`config.mk`:
```
export PLATFORM = sky130hd
export DESIGN_NAME = cam_yuv_scaler
export DESIGN_NICKNAME = d
export VERILOG_FILES = /design/src/rtl/cam_pkg.sv /design/src/rtl/cam_cfg_regs.sv /design/src/rtl/cam_scan_ctrl.sv /design/src/rtl/cam_yuv2rgb.sv /design/src/rtl/cam_yuv_scaler.sv
export SDC_FILE = /design/constraint.sdc
export NUM_CORES = 1
export LEC_CHECK = 0
export ABC_AREA = 1
export BUFFER_PORTS_ARGS = -buffer_cell sky130_fd_sc_hd__buf_2
export CAP_MARGIN = 40
export CORE_MARGIN = 5
export CORE_UTILIZATION = 45
export DETAILED_ROUTE_END_ITERATION = 6
export SLEW_MARGIN = 20
export SYNTH_ARGS = -nofsm -noshare
export SYNTH_HDL_FRONTEND = slang
export SYNTH_SLANG_ARGS = --single-unit
```
`constraint.sdc`:
```
create_clock -name clk -period 6.7 [get_ports clk]
set_clock_uncertainty 0.1 [all_clocks]
set_input_delay 2.01 -clock clk [delete_from_list [all_inputs] [get_ports clk]]
set_output_delay 2.01 -clock clk [all_outputs]
set_load 0.1 [all_outputs]
```
`src/rtl/cam_pkg.sv`:
```
`timescale 1ns/1ps
package cam_pkg;
    localparam int COORD_W = 10;
    localparam int FRAC_W  = 8;
    localparam int STEP_W  = 12;
    localparam int ACC_W   = COORD_W + FRAC_W + 1;
    localparam int ADDR_W  = 3;
    localparam int DATA_W  = 16;
    localparam int PIX_W   = 16;
    localparam logic [STEP_W-1:0] STEP_ONE = STEP_W'(1 << FRAC_W);

    typedef struct packed {
        logic [COORD_W-1:0] src_w;
        logic [COORD_W-1:0] src_h;
        logic [COORD_W-1:0] trim_l;
        logic [COORD_W-1:0] trim_r;
        logic [COORD_W-1:0] trim_t;
        logic [COORD_W-1:0] trim_b;
        logic [STEP_W-1:0]  h_step;
        logic [STEP_W-1:0]  v_step;
    } win_cfg_t;

    localparam win_cfg_t CFG_RESET = '{
        src_w: COORD_W'(640), src_h: COORD_W'(480),
        trim_l: '0, trim_r: '0, trim_t: '0, trim_b: '0,
        h_step: STEP_ONE, v_step: STEP_ONE
    };

    typedef enum logic [2:0] {PH_WAIT_SOF, PH_CB, PH_Y0, PH_CR, PH_Y1} phase_e;
endpackage

```
`src/rtl/cam_cfg_regs.sv`:
```
`timescale 1ns/1ps
module cam_cfg_regs
    import cam_pkg::*;
(
    input  logic              clk,
    input  logic              rst_n,
    input  logic              we,
    input  logic [ADDR_W-1:0] addr,
    input  logic [DATA_W-1:0] wdata,
    input  logic              load,
    output win_cfg_t          cfg_eff
);
    win_cfg_t live_q, act_q;
    logic [COORD_W-1:0] wcoord;
    logic [STEP_W-1:0]  wstep;

    always_comb begin
        wcoord = wdata[COORD_W-1:0];
        wstep  = (wdata[STEP_W-1:0] < STEP_ONE) ? STEP_ONE : wdata[STEP_W-1:0];
    end

    always_ff @(posedge clk or negedge rst_n) begin
        if (!rst_n) begin
            live_q <= CFG_RESET;
            act_q  <= CFG_RESET;
        end else begin
            if (load) act_q <= live_q;
            if (we) begin
                unique case (addr)
                    3'd0: live_q.src_w  <= wcoord;
                    3'd1: live_q.src_h  <= wcoord;
                    3'd2: live_q.trim_l <= wcoord;
                    3'd3: live_q.trim_r <= wcoord;
                    3'd4: live_q.trim_t <= wcoord;
                    3'd5: live_q.trim_b <= wcoord;
                    3'd6: live_q.h_step <= wstep;
                    3'd7: live_q.v_step <= wstep;
                endcase
            end
        end
    end

    assign cfg_eff = load ? live_q : act_q;
endmodule

```
`src/rtl/cam_scan_ctrl.sv`:
```
`timescale 1ns/1ps
module cam_scan_ctrl
    import cam_pkg::*;
(
    input  logic     clk,
    input  logic     rst_n,
    input  logic     line,
    input  logic     sof,
    input  logic     emit,
    input  logic     x_odd,
    input  win_cfg_t cfg,
    output logic     keep,
    output logic     last
);
    logic [COORD_W-1:0] y_q, ny, ry, x, rx;
    logic [COORD_W-2:0] pair_q;
    logic               ykeep_q, rowin, row_hit, colin;
    logic [ACC_W-1:0]   hnext_q, vnext_q, vbase, hadv;
    logic [COORD_W:0]   win_w;

    always_comb begin
        ny      = sof ? '0 : y_q + 1'b1;
        vbase   = sof ? '0 : vnext_q;
        rowin   = (ny >= cfg.trim_t) &&
                  (({1'b0, ny} + {1'b0, cfg.trim_b}) < {1'b0, cfg.src_h});
        ry      = ny - cfg.trim_t;
        row_hit = rowin && ({1'b0, ry} == vbase[ACC_W-1:FRAC_W]);
        x       = {pair_q, x_odd};
        colin   = (x >= cfg.trim_l) &&
                  (({1'b0, x} + {1'b0, cfg.trim_r}) < {1'b0, cfg.src_w});
        rx      = x - cfg.trim_l;
        hadv    = hnext_q + ACC_W'(cfg.h_step);
        win_w   = {1'b0, cfg.src_w} - {1'b0, cfg.trim_l} - {1'b0, cfg.trim_r};
        keep    = emit && ykeep_q && colin && ({1'b0, rx} == hnext_q[ACC_W-1:FRAC_W]);
        last    = hadv[ACC_W-1:FRAC_W] >= win_w;
    end

    always_ff @(posedge clk or negedge rst_n) begin
        if (!rst_n) begin
            y_q     <= '0;
            pair_q  <= '0;
            ykeep_q <= 1'b0;
            hnext_q <= '0;
            vnext_q <= '0;
        end else if (line) begin
            y_q     <= ny;
            ykeep_q <= row_hit;
            vnext_q <= row_hit ? vbase + ACC_W'(cfg.v_step) : vbase;
            hnext_q <= '0;
            pair_q  <= '0;
        end else begin
            if (emit && x_odd) pair_q  <= pair_q + 1'b1;
            if (keep)          hnext_q <= hadv;
        end
    end
endmodule

```
`src/rtl/cam_yuv2rgb.sv`:
```
`timescale 1ns/1ps
module cam_yuv2rgb
    import cam_pkg::*;
(
    input  logic [7:0]       luma,
    input  logic [7:0]       cb,
    input  logic [7:0]       cr,
    output logic [PIX_W-1:0] rgb
);
    function automatic logic [7:0] sat8(input logic signed [19:0] v);
        logic signed [19:0] s;
        s = v >>> 8;
        if (s < 0)        return 8'd0;
        else if (s > 255) return 8'd255;
        else              return s[7:0];
    endfunction

    logic signed [9:0]  db, dr;
    logic signed [19:0] yl, rs, gs, bs;
    logic [7:0] r8, g8, b8;

    always_comb begin
        db = $signed({2'b00, cb}) - 10'sd128;
        dr = $signed({2'b00, cr}) - 10'sd128;
        yl = $signed({4'b0000, luma, 8'h00});
        rs = yl + 20'sd359 * 20'(dr) + 20'sd128;
        gs = yl - 20'sd88 * 20'(db) - 20'sd183 * 20'(dr) + 20'sd128;
        bs = yl + 20'sd454 * 20'(db) + 20'sd128;
        r8 = sat8(rs);
        g8 = sat8(gs);
        b8 = sat8(bs);
        rgb = {r8[7:3], g8[7:2], b8[7:3]};
    end
endmodule

```
`src/rtl/cam_yuv_scaler.sv`:
```
`timescale 1ns/1ps
module cam_yuv_scaler
    import cam_pkg::*;
(
    input  logic              clk,
    input  logic              rst_n,
    input  logic              in_vld,
    output logic              in_rdy,
    input  logic [7:0]        in_byte,
    input  logic              in_sof,
    input  logic              in_sol,
    input  logic              reg_we,
    input  logic [ADDR_W-1:0] reg_addr,
    input  logic [DATA_W-1:0] reg_wdata,
    output logic              out_valid,
    input  logic              out_ready,
    output logic [PIX_W-1:0]  out_data,
    output logic              out_sof,
    output logic              out_eol
);
    phase_e st_q, st_d;
    logic acc, acc_eff, sol_eff, emit, x_odd, keep, last, sof_pend_q;
    logic [7:0] cb_q, y0_q, cr_q, cv_y, cv_cr;
    logic [PIX_W-1:0] rgb;
    win_cfg_t cfg;

    assign in_rdy  = !out_valid || out_ready;
    assign acc     = in_vld && in_rdy;
    assign sol_eff = in_sol || in_sof;
    assign acc_eff = acc && ((st_q != PH_WAIT_SOF) || in_sof);
    assign x_odd   = (st_q == PH_Y1);
    assign emit    = acc_eff && !sol_eff && ((st_q == PH_CR) || (st_q == PH_Y1));

    always_ff @(posedge clk or negedge rst_n) begin
        if (!rst_n) st_q <= PH_WAIT_SOF;
        else        st_q <= st_d;
    end

    always_comb begin
        st_d = st_q;
        if (acc) begin
            unique case (st_q)
                PH_WAIT_SOF: st_d = in_sof ? PH_Y0 : PH_WAIT_SOF;
                PH_CB:       st_d = PH_Y0;
                PH_Y0:       st_d = sol_eff ? PH_Y0 : PH_CR;
                PH_CR:       st_d = sol_eff ? PH_Y0 : PH_Y1;
                PH_Y1:       st_d = sol_eff ? PH_Y0 : PH_CB;
                default:     st_d = PH_WAIT_SOF;
            endcase
        end
    end

    always_ff @(posedge clk or negedge rst_n) begin
        if (!rst_n) begin
            cb_q <= '0;
            y0_q <= '0;
            cr_q <= '0;
        end else if (acc_eff) begin
            if (sol_eff || st_q == PH_CB)   cb_q <= in_byte;
            if (!sol_eff && st_q == PH_Y0)  y0_q <= in_byte;
            if (!sol_eff && st_q == PH_CR)  cr_q <= in_byte;
        end
    end

    always_comb begin
        cv_y  = x_odd ? in_byte : y0_q;
        cv_cr = x_odd ? cr_q : in_byte;
    end

    always_ff @(posedge clk or negedge rst_n) begin
        if (!rst_n) begin
            out_valid  <= 1'b0;
            out_data   <= '0;
            out_sof    <= 1'b0;
            out_eol    <= 1'b0;
            sof_pend_q <= 1'b0;
        end else begin
            if (keep) begin
                out_valid <= 1'b1;
                out_data  <= rgb;
                out_sof   <= sof_pend_q;
                out_eol   <= last;
            end else if (out_ready) begin
                out_valid <= 1'b0;
            end
            if (acc && in_sof) sof_pend_q <= 1'b1;
            else if (keep)     sof_pend_q <= 1'b0;
        end
    end

    cam_cfg_regs u_regs (
        .clk(clk), .rst_n(rst_n), .we(reg_we), .addr(reg_addr),
        .wdata(reg_wdata), .load(acc && in_sof), .cfg_eff(cfg)
    );

    cam_scan_ctrl u_scan (
        .clk(clk), .rst_n(rst_n), .line(acc_eff && sol_eff), .sof(acc && in_sof),
        .emit(emit), .x_odd(x_odd), .cfg(cfg), .keep(keep), .last(last)
    );

    cam_yuv2rgb u_conv (.luma(cv_y), .cb(cb_q), .cr(cv_cr), .rgb(rgb));
endmodule

```
Yosys cells after proc, flatten, opt, wreduce, memory -nomap -nowiden
Cells that the tools add are included.
{"block": "totals", "output_inout_bits": 20, "in_bits": 34, "ff_bits": 273, "word_cells": 144}
{"block": "op_classes", "n_eq_ne": 13, "n_mux": 26, "addsub": 19, "reduce_logical": 40, "multipliers": 4, "n_lt_le_gt_ge": 12}
{"op": "$mux W84", "count": 1}
{"op": "$mux W19", "count": 4}
{"op": "$mux W8", "count": 8}
{"op": "$add A20 B9 Y20 const B", "count": 3}
{"op": "$add A17 B20 Y20", "count": 2}
{"op": "$add A19 B12 Y19", "count": 2}
{"op": "$gt A12 B9 Y1 const B", "count": 3}
{"op": "$lt A12 B1 Y1 const B", "count": 3}
{"op": "$mul A9 B9 Y18 const A", "count": 2}
{"op": "$add A10 B10 Y11", "count": 2}
{"op": "$eq A10 B11 Y1", "count": 2}
{"op": "$lt A11 B10 Y1", "count": 2}
{"op": "$reduce_and A2 Y1", "count": 11}
{"op": "$ge A10 B10 Y1", "count": 2}
{"op": "$sub A10 B10 Y10", "count": 2}
{"op": "$sub A17 B20 Y20", "count": 1}
{"op": "$sub A20 B20 Y20", "count": 1}
{"op": "$mul A10 B9 Y19 const A", "count": 1}
{"op": "$mux W9", "count": 2}
{"op": "$sub A8 B8 Y9 const B", "count": 2}
{"op": "$eq A3 B3 Y1 const B", "count": 5}
{"op": "$logic_and A1 B1 Y1", "count": 15}
{"op": "$pmux W3 S5", "count": 1}
{"op": "$mul A5 B9 Y14 const A", "count": 1}
{"op": "18 further kinds", "count": 36}

Depth between registers and ports, before layout
{"block": "depth", "word_depth": 12, "depth_mapped": 37, "depth_no_buf": 37}

Cells and area by module
From an unflattened synthesis, not the netlist that was laid out.
{"block": "hier_totals", "cells_unflattened": 3161, "area_unflattened_um2": 24532.3}
{"module": "cam_scan_ctrl", "area_each_um2": 8449.4, "seq_area_each_um2": 1451.4, "cells_each": 1356, "n_inst": 1}
{"module": "cam_yuv2rgb", "area_each_um2": 7487.2, "seq_area_each_um2": 0.0, "cells_each": 1013, "n_inst": 1}
{"module": "cam_cfg_regs", "area_each_um2": 6433.7, "seq_area_each_um2": 4224.1, "cells_each": 529, "n_inst": 1}
{"module": "cam_yuv_scaler", "area_each_um2": 2162.1, "seq_area_each_um2": 1176.1, "cells_each": 263, "n_inst": 1}

Worst setup path before layout
OpenSTA, ideal clock, no wires.
{"block": "synth_path", "kind": "input to register", "start": "in in_byte[2]", "end": "reg out_data[10]", "path_buffers": 0, "setup_time_ns": 0.120, "arrival_ns": 8.274, "path_stages": 28, "t_required_ns": 6.480, "setup_slack_ns": -1.794, "cell_sequence": "inv_1 o21ai_0 ha_1 fa_1 fa_1 inv_1 fa_1 inv_1 fa_1 ha_1 nand3_1 and2_1 o21ai_0 a21o_1 a21oi_1 o21ai_0 xor2_1 fa_1 inv_1 ha_1 a21oi_1 o21ai_0 a21oi_1 nand3_1 o21ai_0 a31oi_1 nand2_1 nand2_1"}
{"block": "synth_between", "elab_chain_len": 8, "elab_cells_between_ends": 11, "cone_classes": "add/sub (4); mul (1); order compare (2); mux (4)"}
{"item": "start: declaration", "line": "cam_yuv_scaler.sv:9", "source": "input logic [7:0] in_byte,"}
{"item": "$mux W8", "line": "cam_yuv_scaler.sv:67", "source": "cv_cr = x_odd ? cr_q : in_byte;"}
{"item": "$sub A8 B8 Y9", "line": "cam_yuv2rgb.sv:24", "source": "dr = $signed({2'b00, cr}) - 10'sd128;"}
{"item": "$mul A9 B9 Y18", "line": "cam_yuv2rgb.sv:27", "source": "gs = yl - 20'sd88 * 20'(db) - 20'sd183 * 20'(dr) + 20'sd128;"}
{"item": "$sub A20 B20 Y20 (*)", "line": "cam_yuv2rgb.sv:27"}
{"item": "$add A20 B9 Y20 (*)", "line": "cam_yuv2rgb.sv:27"}
{"item": "$gt A12 B9 Y1", "line": "cam_yuv2rgb.sv:14", "source": "else if (s > 255) return 8'd255;"}
{"item": "$mux W8", "line": "cam_yuv2rgb.sv:14"}
{"item": "$mux W8 (*)", "line": "cam_yuv2rgb.sv:13", "source": "if (s < 0) return 8'd0;"}
{"item": "end signal: assignment", "line": "cam_yuv_scaler.sv:80", "source": "out_data <= rgb;"}
{"item": "end: declaration", "line": "cam_yuv_scaler.sv:17", "source": "output logic [PIX_W-1:0] out_data,"}
Mark *: on every way between the ends. The rest lies on a longest branch, timed or not.
A chain may end at the register's enable or synchronous reset.

Worst setup path in the final report
{"block": "layout_path", "start": "in in_byte[0]", "end": "reg out_data[7]"}
The elaborated chain is that of the path after synthesis.

==> summary.md <==
| Metric | Value |
|---|---|
| Outcome | finished with violations |
| Violated checks | design-rule violations, negative setup slack |
| Nets@finish | 3725 |
| Critical path endpoint category | flip-flop |
| FF+latch count, synth | 273 |
| Crit Path Category | in2reg |
| TritonRoute pass-1 iters | 7 |
| HPWL after DPL | 48.2 mm |
| H-tree levels | 2 |
| R2R cell count | 33 |
| Hold slack | 0.376 ns |
| Synth area leaders | dfrtp_1 28%, ha_1 16%, nand2_1 13% |
| I/O Pins | 54 |
| Simple-Gate Fraction of Synth Area | 23.3% |
| Vias | 20500 |
| Hold Path Cell Cnt | 2 |
| Critical-path maximum fanout | 6 |
| Crit Reg-Reg Startpoint | st_q[0] |
| Total core area | 0.0514 mm² |
| Chip Width | 238 µm |
| Register area share after synthesis | 29.3% |
| Synth area leader | dfrtp_1 |
| Post-Syn Area | 0.0234 mm² |
| Top-area cell type share of the netlist area | 27.5% |
| Starting density of the core | 45.5% |
| Max stage delay on crit path | 0.57 ns |
| Final Hold Viols | 0 |
| R2R Path End | out_data[7] |
| Critical path launch point type | input port |
| Worst Path Required | 7.02 ns |
| Overall routing resource usage | 21.6% |
| Syn nets | 3499 |
| Skew-Pair Late Insertion Delay | 0.56 ns |
| Layout cells sized above 1 | 15.5% |
| Mapped Cells | 3084 |
| Post-CTS Hold Buffers | 0 |
| Post-synth EDFFs | 0 |
| Cell variety after synth | 44 |
| Root buffer cell | clkbuf_16 |
| Post-Synth Adder-Cell Area | 23.1% |
| Initial DRC Count | 1183 |
| Post-synth ARST share | 100% |
| Crit share post-route | 111% |
| RSZ-0062 raised after global routing | true |
| Post-synth top flop | dfrtp_1 |
| HP Class | reg2reg |
| Vias in the first global route | 20400 |
| Hold_sp | out_data[2] |
| DP Worst Slack | -1.39 ns |
| Synth warn | 0 |
| Overflow after GRT | 0 |
| Post-Synth XOR/XNOR Area | 4.83% |
| Rel. slew slack | 41.3% |
| Largest family of logic cells by synthesized area | simple AND/OR/NAND/NOR gates |
| Final WS setup | -0.711 ns |
| Fmax | 135 MHz |
| Drt total wl | 61.6 mm |
| Synth Area in Compound Gates | 10.3% |
| Final setup vio count | 11 |
| Area Growth Syn to Fin | 19.4% |
| Slew Viols, Final | 0 |
| Num CTS Buffers | 36 |
| Arr. time, crit path | 7.73 ns |
| Largest buffer count on any clock path | 3 |
| Remaining DRCs | 5 |
| Vias per cell | 5.11 |
| Clock sink count | 273 |
| Post-synthesis mux area share | 0% |
| Mean Syn Cell Area | 7.58 µm² |
| Routed wire length per instance | 15.3 µm |
| Post-route insts no fill | 4017 |
| Number of routed nets with antenna violations | 0 |
| Reg2reg setup slack | 0.04 ns |
| Largest net degree at the start of global routing | 125 |
| Routability cong. | 0.919 |
| PortBufs | 49 |
| Initial antenna violation count | 0 |
| Die area | 0.0566 mm² |
| Max cap viols | 0 |
| Slew @ Worst Pin | 0.871 ns |
| Hold EP | out_data[2] |
| Antenna diodes | 0 |
| Placed Cells | 3930 |
| Reg clk slew, reported paths | 0.05 ns |
| CTS tree | yes |
| Tmin final | 7.41 ns |
| Die H | 238 µm |
| # rows | 83 |
| Worst path slowest cell | fa_1 |
| Global-route wire length before repair | 101 mm |
-- sequential cells by signal, summed over array words and instances, names as in the netlist --
| signal | cells |
|---|---|
| u_scan.vnext_q | 19 |
| u_regs.live_q | 84 |
| cb_q | 8 |
| u_scan.y_q | 10 |
| cr_q | 8 |
| u_scan.pair_q | 9 |
| out_sof | 1 |
| y0_q | 8 |
| u_regs.act_q | 84 |
| sof_pend_q | 1 |
| out_data | 16 |
| u_scan.ykeep_q | 1 |
| u_scan.hnext_q | 19 |
| st_q | 3 |
| out_valid | 1 |
| out_eol | 1 |
-- area by class of cell --
class,count,area [µm²]
fillers,4821,23500
multi-input cells,2255,15100
flip-flops and latches,273,6850
repair buffers,256,1990
inverters,488,1860
clock buffers,47,1010
well taps,680,851
clock inverters,18,246
-- stage by stage --
step           setup TNS (ns)  cell area [µm²]  utilization, %
2_1_floorplan           -7.45            23700               -
3_3_place_gp           -13.58            25900            50.4
3_5_place_dp           -14.13            25900            50.4
4_1_cts                 -7.20            27500            53.4
5_1_grt                 -8.46            27900            54.3
6_report                -5.47            27900            54.3
-- layout by cell type, fill, tap and decap left out, drive strengths merged, types with 19 or more instances in the layout --
master / netlist / layout
a21oi: 140 / 140
a31oi: 19 / 19
buf: 18 / 254
clkbuf: 50 / 49
dfrtp: 257 / 257
fa: 84 / 84
ha: 297 / 297
inv: 487 / 489
nand2: 842 / 842
nand3: 191 / 191
nand4: 30 / 30
nor2: 128 / 128
nor3: 27 / 27
o21ai: 244 / 244
or2: 57 / 57
xnor2: 48 / 48
xor2: 81 / 81
-- what timing repair did --
item	in CTS	in global routing
setup endpoints to repair	11	11
setup buffers	10	9
gates resized for setup	41	73
pin swaps	30	52
-- logic make-up (layout without fill, tap and decap cells) --
logic type,after synthesis,after routing
XOR/XNOR,129,129
adder cells (fa/ha/maj),381,381
AND/OR/NAND/NOR,1295,1295
flip-flops,273,273
AO/OA/AOI/OAI,450,450
buffers and inverters,556,809
-- routing by layer --
layer,track usage (%),vias to the layer above,wire [µm]
met5,0,-,0
met4,7.63,0,2180
met3,2.59,116,2210
met2,36.9,380,29500
met1,28.6,9706,27700
li1,-,10300,-
-- worst max path at each step --
| stage | from | end | cells after the start | slack [ns] |
|---|---|---|---|---|
| floorplan | in_byte[0] | out_data[5] | 31 | -0.79 |
| global placement | in_byte[0] | out_data[5] | 34 | -1.32 |
| detailed placement | in_byte[0] | out_data[5] | 31 | -1.39 |
| CTS | in_byte[0] | out_data[7] | 34 | -0.73 |
| global route | in_byte[0] | out_data[9] | 33 | -0.97 |
| finish | in_byte[0] | out_data[7] | 31 | -0.71 |
-- critical path: cells and delay by family --
family / cells / cell delay (ns)
adders and majority gates: 8 / 3.21
AOI/OAI and AO/OA: 11 / 1.48
and+or+nand+nor: 5 / 0.48
buffers and inverters: 6 / 0.38
xor gates and xnor gates: 1 / 0.16
-- Yosys cell counts (all sizes together) (4+ instances only) --
cell type,count
o211ai,8
nand3b,11
dfstp,16
ha,297
inv,487
o21ai,244
buf,18
nor2,128
a31oi,19
nor3,27
xnor2,48
nand4,30
fa,84
o21bai,12
nand3,191
or2,57
a21o,15
dfrtp,257
clkbuf,50
and2,4
xor2,81
nand2,842
a21oi,140
Power is left out: the tool's default activity adds up to more than one toggle a clock period on the data nets, which glitch-free logic cannot reach.
